<file path="src/rtl/sdc_pkg.sv">
package sdc_pkg;

    localparam int REG_W         = 16;
    localparam int ACT_BIT       = 14;
    localparam int SLEEP_BIT     = 15;
    localparam int COL_LSB       = 2;
    localparam int COL_MSB_BASE  = 7;
    localparam int COL_SEL_MAX   = 3;
    localparam int COL_W         = COL_MSB_BASE + COL_SEL_MAX - COL_LSB + 1;
    localparam int BANK_BASE     = 19;
    localparam int BANK_CODES    = 5;

    typedef enum logic [2:0] {
        CMD_NOP  = 3'd0,
        CMD_PALL = 3'd1,
        CMD_AREF = 3'd2,
        CMD_MRS  = 3'd3,
        CMD_SRE  = 3'd4,
        CMD_SRX  = 3'd5
    } sdc_cmd_e;

    typedef enum logic [3:0] {
        SQ_OFF,
        SQ_ARMED,
        SQ_PALL,
        SQ_REF1,
        SQ_REF2,
        SQ_MRS,
        SQ_READY,
        SQ_SLEEP,
        SQ_WAKE
    } sdc_state_e;

    typedef struct packed {
        logic       init_en;
        logic       clk_inv;
        logic       rd_reg;
        logic       sleep_req;
        logic [2:0] bank_loc;
        logic [1:0] col_sel;
    } sdc_cfg_t;

    localparam int CFG_W = $bits(sdc_cfg_t);

    function automatic logic bank_code_ok(input logic [2:0] code);
        return (code >= 3'd1) && (code <= 3'(BANK_CODES));
    endfunction

    function automatic logic cfg_bad(input sdc_cfg_t c);
        return !bank_code_ok(c.bank_loc) || (c.rd_reg && c.clk_inv);
    endfunction

    function automatic logic [4:0] col_msb(input logic [1:0] sel);
        return 5'(COL_MSB_BASE) + {3'b000, sel};
    endfunction

    function automatic sdc_cmd_e init_cmd(input sdc_state_e s);
        case (s)
            SQ_PALL: return CMD_PALL;
            SQ_REF1: return CMD_AREF;
            SQ_REF2: return CMD_AREF;
            SQ_MRS:  return CMD_MRS;
            default: return CMD_NOP;
        endcase
    endfunction

    function automatic sdc_state_e init_next(input sdc_state_e s);
        case (s)
            SQ_PALL: return SQ_REF1;
            SQ_REF1: return SQ_REF2;
            SQ_REF2: return SQ_MRS;
            default: return SQ_READY;
        endcase
    endfunction

endpackage

</file>
<file path="src/rtl/sdc_cfg_reg.sv">
module sdc_cfg_reg
    import sdc_pkg::*;
(
    input  logic             clk,
    input  logic             rst,
    input  logic             wr,
    input  logic [REG_W-1:0] wdata,
    input  logic             act_set,
    input  logic             sleep_st,
    output sdc_cfg_t         cfg,
    output logic             act,
    output logic [REG_W-1:0] rdata,
    output logic             cfg_err,
    output logic             arm
);

    sdc_cfg_t new_cfg;
    logic     wdata_unused;

    assign new_cfg      = sdc_cfg_t'(wdata[CFG_W-1:0]);
    assign wdata_unused = ^wdata[REG_W-1:CFG_W];

    always_ff @(posedge clk) begin
        if (rst) begin
            cfg <= '0;
            act <= 1'b0;
        end else begin
            if (wr) begin
                cfg <= new_cfg;
            end
            // a write always wins over completion
            if (wr) begin
                act <= 1'b0;
            end else if (act_set) begin
                act <= 1'b1;
            end
        end
    end

    assign cfg_err = cfg_bad(cfg);
    assign arm     = wr && new_cfg.init_en && !cfg_bad(new_cfg);

    always_comb begin
        rdata              = '0;
        rdata[CFG_W-1:0]   = cfg;
        rdata[ACT_BIT]     = act;
        rdata[SLEEP_BIT]   = sleep_st;
    end

endmodule

</file>
<file path="src/rtl/sdc_addr_split.sv">
module sdc_addr_split
    import sdc_pkg::*;
#(
    parameter int ADDR_W = 26,
    parameter int ROW_W  = 13
) (
    input  logic [ADDR_W-1:0] addr,
    input  logic [1:0]        col_sel,
    input  logic [2:0]        bank_loc,
    output logic [ROW_W-1:0]  row,
    output logic [COL_W-1:0]  col,
    output logic [1:0]        bank
);

    logic [4:0]        msb;
    logic [ADDR_W-1:0] shifted;
    logic [1:0]        cand [BANK_CODES];

    assign msb = col_msb(col_sel);

    for (genvar i = 0; i < COL_W; i++) begin : g_col
        assign col[i] = (5'(i + COL_LSB) <= msb) ? addr[i + COL_LSB] : 1'b0;
    end

    assign shifted = addr >> (msb + 5'd1);
    assign row     = shifted[ROW_W-1:0];

    for (genvar k = 0; k < BANK_CODES; k++) begin : g_bank
        assign cand[k] = {addr[BANK_BASE + k + 2], addr[BANK_BASE + k + 1]};
    end

    always_comb begin
        bank = 2'b00;
        if (bank_code_ok(bank_loc)) begin
            bank = cand[3'(bank_loc - 3'd1)];
        end
    end

endmodule

</file>
<file path="src/rtl/sdc_seq.sv">
module sdc_seq
    import sdc_pkg::*;
#(
    parameter int GAP_CYC = 3,
    parameter int REC_CYC = 5
) (
    input  logic     clk,
    input  logic     rst,
    input  logic     arm,
    input  logic     acc_valid,
    input  logic     acc_write,
    input  logic     sleep_req,
    output sdc_cmd_e cmd,
    output logic     act_set,
    output logic     ready,
    output logic     sleeping,
    output logic     cke
);

    localparam int MAX_CNT = (GAP_CYC > REC_CYC) ? GAP_CYC : REC_CYC;
    localparam int CNT_W   = $clog2(MAX_CNT + 1);

    sdc_state_e       state, state_n;
    logic [CNT_W-1:0] cnt, cnt_n;
    sdc_cmd_e         cmd_n;

    always_comb begin
        state_n = state;
        cnt_n   = cnt;
        cmd_n   = CMD_NOP;
        act_set = 1'b0;
        case (state)
            SQ_OFF: begin
                if (arm) state_n = SQ_ARMED;
            end
            SQ_ARMED: begin
                if (acc_valid && acc_write) begin
                    state_n = SQ_PALL;
                    cnt_n   = '0;
                end
            end
            SQ_PALL, SQ_REF1, SQ_REF2, SQ_MRS: begin
                if (cnt == '0) cmd_n = init_cmd(state);
                if (cnt == CNT_W'(GAP_CYC)) begin
                    state_n = init_next(state);
                    cnt_n   = '0;
                    act_set = (state == SQ_MRS);
                end else begin
                    cnt_n = cnt + 1'b1;
                end
            end
            SQ_READY: begin
                if (arm) begin
                    state_n = SQ_ARMED;
                end else if (sleep_req) begin
                    state_n = SQ_SLEEP;
                    cmd_n   = CMD_SRE;
                end
            end
            SQ_SLEEP: begin
                if (!sleep_req) begin
                    state_n = SQ_WAKE;
                    cnt_n   = '0;
                    cmd_n   = CMD_SRX;
                end
            end
            SQ_WAKE: begin
                if (cnt == CNT_W'(REC_CYC)) begin
                    state_n = SQ_READY;
                    cnt_n   = '0;
                end else begin
                    cnt_n = cnt + 1'b1;
                end
            end
            default: state_n = SQ_OFF;
        endcase
    end

    always_ff @(posedge clk) begin
        if (rst) begin
            state <= SQ_OFF;
            cnt   <= '0;
            cmd   <= CMD_NOP;
        end else begin
            state <= state_n;
            cnt   <= cnt_n;
            cmd   <= cmd_n;
        end
    end

    assign ready    = (state == SQ_READY);
    assign sleeping = (state == SQ_SLEEP) || (state == SQ_WAKE);
    assign cke      = (state != SQ_SLEEP);

endmodule

</file>
<file path="src/rtl/sdr_ctl_front.sv">
module sdr_ctl_front
    import sdc_pkg::*;
#(
    parameter int ADDR_W  = 26,
    parameter int ROW_W   = 13,
    parameter int GAP_CYC = 3,
    parameter int REC_CYC = 5
) (
    input  logic              clk,
    input  logic              rst,
    input  logic              reg_wr,
    input  logic [REG_W-1:0]  reg_wdata,
    output logic [REG_W-1:0]  reg_rdata,
    input  logic              acc_valid,
    input  logic              acc_write,
    input  logic              acc_beat,
    input  logic [ADDR_W-1:0] acc_addr,
    output logic              acc_ok,
    output logic              rd_extra_wait,
    output logic [ROW_W-1:0]  row_addr,
    output logic [COL_W-1:0]  col_addr,
    output logic [1:0]        bank_addr,
    output logic [2:0]        sd_cmd,
    output logic              sd_cke,
    output logic              sd_clk_inv,
    output logic              cfg_err
);

    sdc_cfg_t cfg;
    sdc_cmd_e cmd;
    logic     act, act_set, arm, sleeping;

    sdc_cfg_reg u_reg (
        .clk      (clk),
        .rst      (rst),
        .wr       (reg_wr),
        .wdata    (reg_wdata),
        .act_set  (act_set),
        .sleep_st (sleeping),
        .cfg      (cfg),
        .act      (act),
        .rdata    (reg_rdata),
        .cfg_err  (cfg_err),
        .arm      (arm)
    );

    sdc_addr_split #(
        .ADDR_W (ADDR_W),
        .ROW_W  (ROW_W)
    ) u_split (
        .addr     (acc_addr),
        .col_sel  (cfg.col_sel),
        .bank_loc (cfg.bank_loc),
        .row      (row_addr),
        .col      (col_addr),
        .bank     (bank_addr)
    );

    sdc_seq #(
        .GAP_CYC (GAP_CYC),
        .REC_CYC (REC_CYC)
    ) u_seq (
        .clk       (clk),
        .rst       (rst),
        .arm       (arm),
        .acc_valid (acc_valid),
        .acc_write (acc_write),
        .sleep_req (cfg.sleep_req),
        .cmd       (cmd),
        .act_set   (act_set),
        .ready     (acc_ok),
        .sleeping  (sleeping),
        .cke       (sd_cke)
    );

    assign sd_cmd        = cmd;
    assign sd_clk_inv    = cfg.clk_inv && !cfg.rd_reg;
    assign rd_extra_wait = cfg.rd_reg && acc_valid && !acc_write && !acc_beat;

endmodule

</file>
<file path="config.mk">
export PLATFORM = sky130hd
export DESIGN_NAME = sdr_ctl_front
export DESIGN_NICKNAME = d
export VERILOG_FILES = /design/src/rtl/sdc_pkg.sv /design/src/rtl/sdc_cfg_reg.sv /design/src/rtl/sdc_addr_split.sv /design/src/rtl/sdc_seq.sv /design/src/rtl/sdr_ctl_front.sv
export SDC_FILE = /design/constraint.sdc
export NUM_CORES = 1
export LEC_CHECK = 0
export CAP_MARGIN = 5
export CORE_MARGIN = 2
export CORE_UTILIZATION = 30
export DETAILED_ROUTE_END_ITERATION = 10
export MAX_ROUTING_LAYER = met4
export SETUP_SLACK_MARGIN = 0.1
export SLEW_MARGIN = 25
export SYNTH_ARGS = -nofsm -noshare
export SYNTH_HDL_FRONTEND = slang
export SYNTH_HIERARCHICAL = 1
export SYNTH_SLANG_ARGS = --single-unit
</file>
<file path="constraint.sdc">
create_clock -name clk -period 4.7 [get_ports clk]
set_input_delay 0.94 -clock clk [delete_from_list [all_inputs] [get_ports clk]]
set_output_delay 0.94 -clock clk [all_outputs]
set_load 0.05 [all_outputs]
</file>
==> impl_metrics.json <==
{
  "outcome": "finished, final reports clean",
  "tightest_slew_ns": 0.784,
  "clk_latency_ns": 0.26,
  "hp-class": "reg -> reg",
  "cts_setup_buffers": 0,
  "cp-start-kind": "primary input",
  "antennaDiodeCount": 0,
  "vias": 1647,
  "yosysTopAreaCell": "dfxtp_1",
  "ctsResizeCount": 0,
  "synth_cell_types": 53,
  "clk_pin_slew_worst_paths_ns": 0.07,
  "crit_type": "in -> out",
  "power_uw": 692,
  "drc_errors": 0,
  "intPower_uw": 407,
  "slew_viol_final": 0,
  "routedWlPerCell_um": 13.9,
  "first_iter_violations": 28,
  "setup.worst_path.end_class": "output port",
  "netlist_instances": 195,
  "grt_pass1_vias": 1481,
  "ios": 96,
  "min-delay-start": "u_reg/cfg[8]$_SDFFE_PP0P_",
  "dp_hpwl_um": 3480,
  "ys_warn_count": 6,
  "rsz0062_at_grt": "no",
  "grt_first_pass_wirelength_um": 7380,
  "final_common_cell": "clkdlybuf4s50_1",
  "synth_top_family_by_area": "multiplexers",
  "seqPwrFrac_pct": 31.9,
  "antenna_left": 0,
  "powerDensity_nw_per_um2": 268,
  "grt_overflow_total": 0,
  "grt_start_max_net_pins": 23,
  "synth_fa_ha_area_share_pct": 7.84,
  "path_max_fanout": 4,
  "switching_power_uw": 286,
  "ys_ff_latch": 20,
  "synth.top_cell.area_share_pct": 20.9,
  "synth_compound_area_share_pct": 12.9,
  "syn_area_um2": 1910,
  "holdPathEnd": "u_reg/cfg[8]$_SDFFE_PP0P_",
  "power.leakage_nw": 0.961,
  "wirelength_um": 4470,
  "synthArstFlopShare_pct": 0,
  "ys.flop_type": "dfxtp_1",
  "finalSetupViolCount": 0,
  "htreeDepth": 1,
  "cts_tree": "built",
  "synth-edff-count": 0,
  "wl_met1_um": 1950,
  "die_w_um": 83.9,
  "initial_core_util_pct": 30.5,
  "cts_sinks": 20,
  "grt_usage_pct": 12.9,
  "met3RoutedLength_um": 301,
  "whs_path_depth": 2,
  "min_period_ns": 3.80,
  "p_clk_share_pct": 16.3,
  "layout.nets": 307,
  "wl_met2_um": 2170,
  "seq_area_frac_synth_pct": 20.9,
  "reg2regPathDepth": 4,
  "relSlewSlack_pct": 47.6,
  "final_cell_mix": "clkdlybuf4s50_1 (73), dfxtp_1 (20), nor2_1 (16)",
  "finalHoldViolCount": 0,
  "syn_to_final_growth_pct": 34.8,
  "placeableCoreArea_um2": 6280,
  "top_layer": "met4",
  "r2r_setup_slack_ns": 2.59,
  "synthSimpleGateAreaFrac_pct": 19.0,
  "final_core_util_pct": 41.1,
  "max_freq_mhz": 263,
  "timing.rr.end": "u_seq/state[0]$_SDFFE_PP0P_",
  "synth_xor_area_share_pct": 0.915,
  "numCtsBuffers": 3,
  "syn_avg_cell_area_um2": 9.82,
  "antenna_found_initial": 0,
  "ctsRootBufferMaster": "clkbuf_8",
  "gp_congestion": 0.848,
  "dieArea_um2": 7040,
  "dr.pass1.iters": 4,
  "crit_required_ns": 3.76,
  "peakVddDrop_mv": 0.158,
  "power_frac_comb_pct": 51.9,
  "finalCritPeriodShare_pct": 80.8,
  "clk_path_buf_depth": 2,
  "drt-vias-per-instance": 5.11,
  "critPathArrivalTime_ns": 2.86,
  "num_rows": 29,
  "max_cap_violations": 0,
  "setup_tns_ns": 0,
  "ys_top_cells_by_area": "dfxtp_1 (21%), mux4_2 (15%), buf_4 (8.2%)",
  "fin_worst_skew_ns": 0.00146,
  "holdBufCountCts": 0,
  "die_h_um": 83.9,
  "r2r_start": "u_seq/state[3]$_SDFFE_PP0P_",
  "layout-drive-gt1-share_pct": 11.4,
  "synth.area.mux_share_pct": 24.0,
  "port_buffers": 73,
  "power.share.switching_pct": 41.3
}
## cells in the mapped netlist, types with 2 or more instances
library cell and instances:
a21oi_1 10, a22o_1 2, and2_1 3, and2b_1 3
buf_2 4, buf_4 21, buf_6 2, clkbuf_1 3
dfxtp_1 20, ha_1 12, inv_1 11, mux2_1 3
mux2i_1 8, mux4_1 2, mux4_2 13, nand2_1 5
nand2b_1 9, nand3_1 2, nand3b_1 2, nor2_1 16
nor2b_1 3, nor3_1 7, o21a_1 2, o31a_1 2
o32ai_1 2
## area by class of cell
class,count,area [µm²]
clock buffers,3,41.3
fillers,645,3700
inverters,11,41.3
multi-input cells,136,1250
flip-flops and latches,20,400
well taps,77,96.3
repair buffers,75,746
## worst max-delay path, stage by stage
cell	delay [ns]
clkdlybuf4s50_1	0.45
mux4_1	0.52
a22o_1	0.25
clkdlybuf4s50_1	0.69
## cells by family (layout without fill, tap and decap cells)
logic type | Yosys count | after routing
buffers and inverters | 43 | 89
other | 1 | 5
DFF | 20 | 20
AOI/OAI and AO/OA | 31 | 31
and+or+nand+nor | 60 | 60
xor gates and xnor gates | 2 | 2
muxes | 26 | 26
adders and majority gates | 12 | 12
## registers in the layout, indices dropped and copies added, names as in the netlist
| register | cells |
|---|---|
| u_reg/act | 1 |
| u_seq/cnt | 3 |
| u_reg/cfg | 9 |
| u_seq/cmd | 3 |
| u_seq/state | 4 |
## through the flow
stage	setup WS [ns]	std cells	hold WS, ns	instance area, µm²
5_1_grt	0.828	322	0.518	2580
6_report	0.903	322	0.478	2580
4_1_cts	0.897	322	0.488	2580
2_1_floorplan	1.88	199	0.450	1930
3_5_place_dp	0.897	319	0.474	2540
3_3_place_gp	0.913	319	0.464	2540
## worst max path at each step
stage | start | to | slack, ns | depth (start not counted)
after global routing | acc_addr[21] | bank_addr[0] | 0.83 | 4
after global placement | acc_addr[21] | bank_addr[0] | 0.91 | 4
after detailed placement | acc_addr[21] | bank_addr[0] | 0.90 | 4
final | acc_addr[22] | bank_addr[0] | 0.90 | 4
after floorplan | u_reg/cfg[1]$_SDFFE_PP0P_ | col_addr[6] | 1.88 | 5
after CTS | acc_addr[21] | bank_addr[0] | 0.90 | 4
## power groups by stage
stage | sequential, mW | clock, mW | combinational, mW
2_1_floorplan | 0.201 | 0 | 0.299
3_3_place_gp | 0.223 | 0 | 0.356
3_5_place_dp | 0.225 | 0 | 0.359
4_1_cts | 0.221 | 0.119 | 0.360
5_1_grt | 0.226 | 0.123 | 0.385
6_report | 0.221 | 0.113 | 0.359
## routing by layer
layer  GRT usage (%)  vias to the layer above
li1                -                      787
met1            16.8                      789
met2            20.8                       67
met3            2.08                        4
met4            3.67                        0
met5               -                        -
Note: power is estimated with default switching activity, not from simulation.
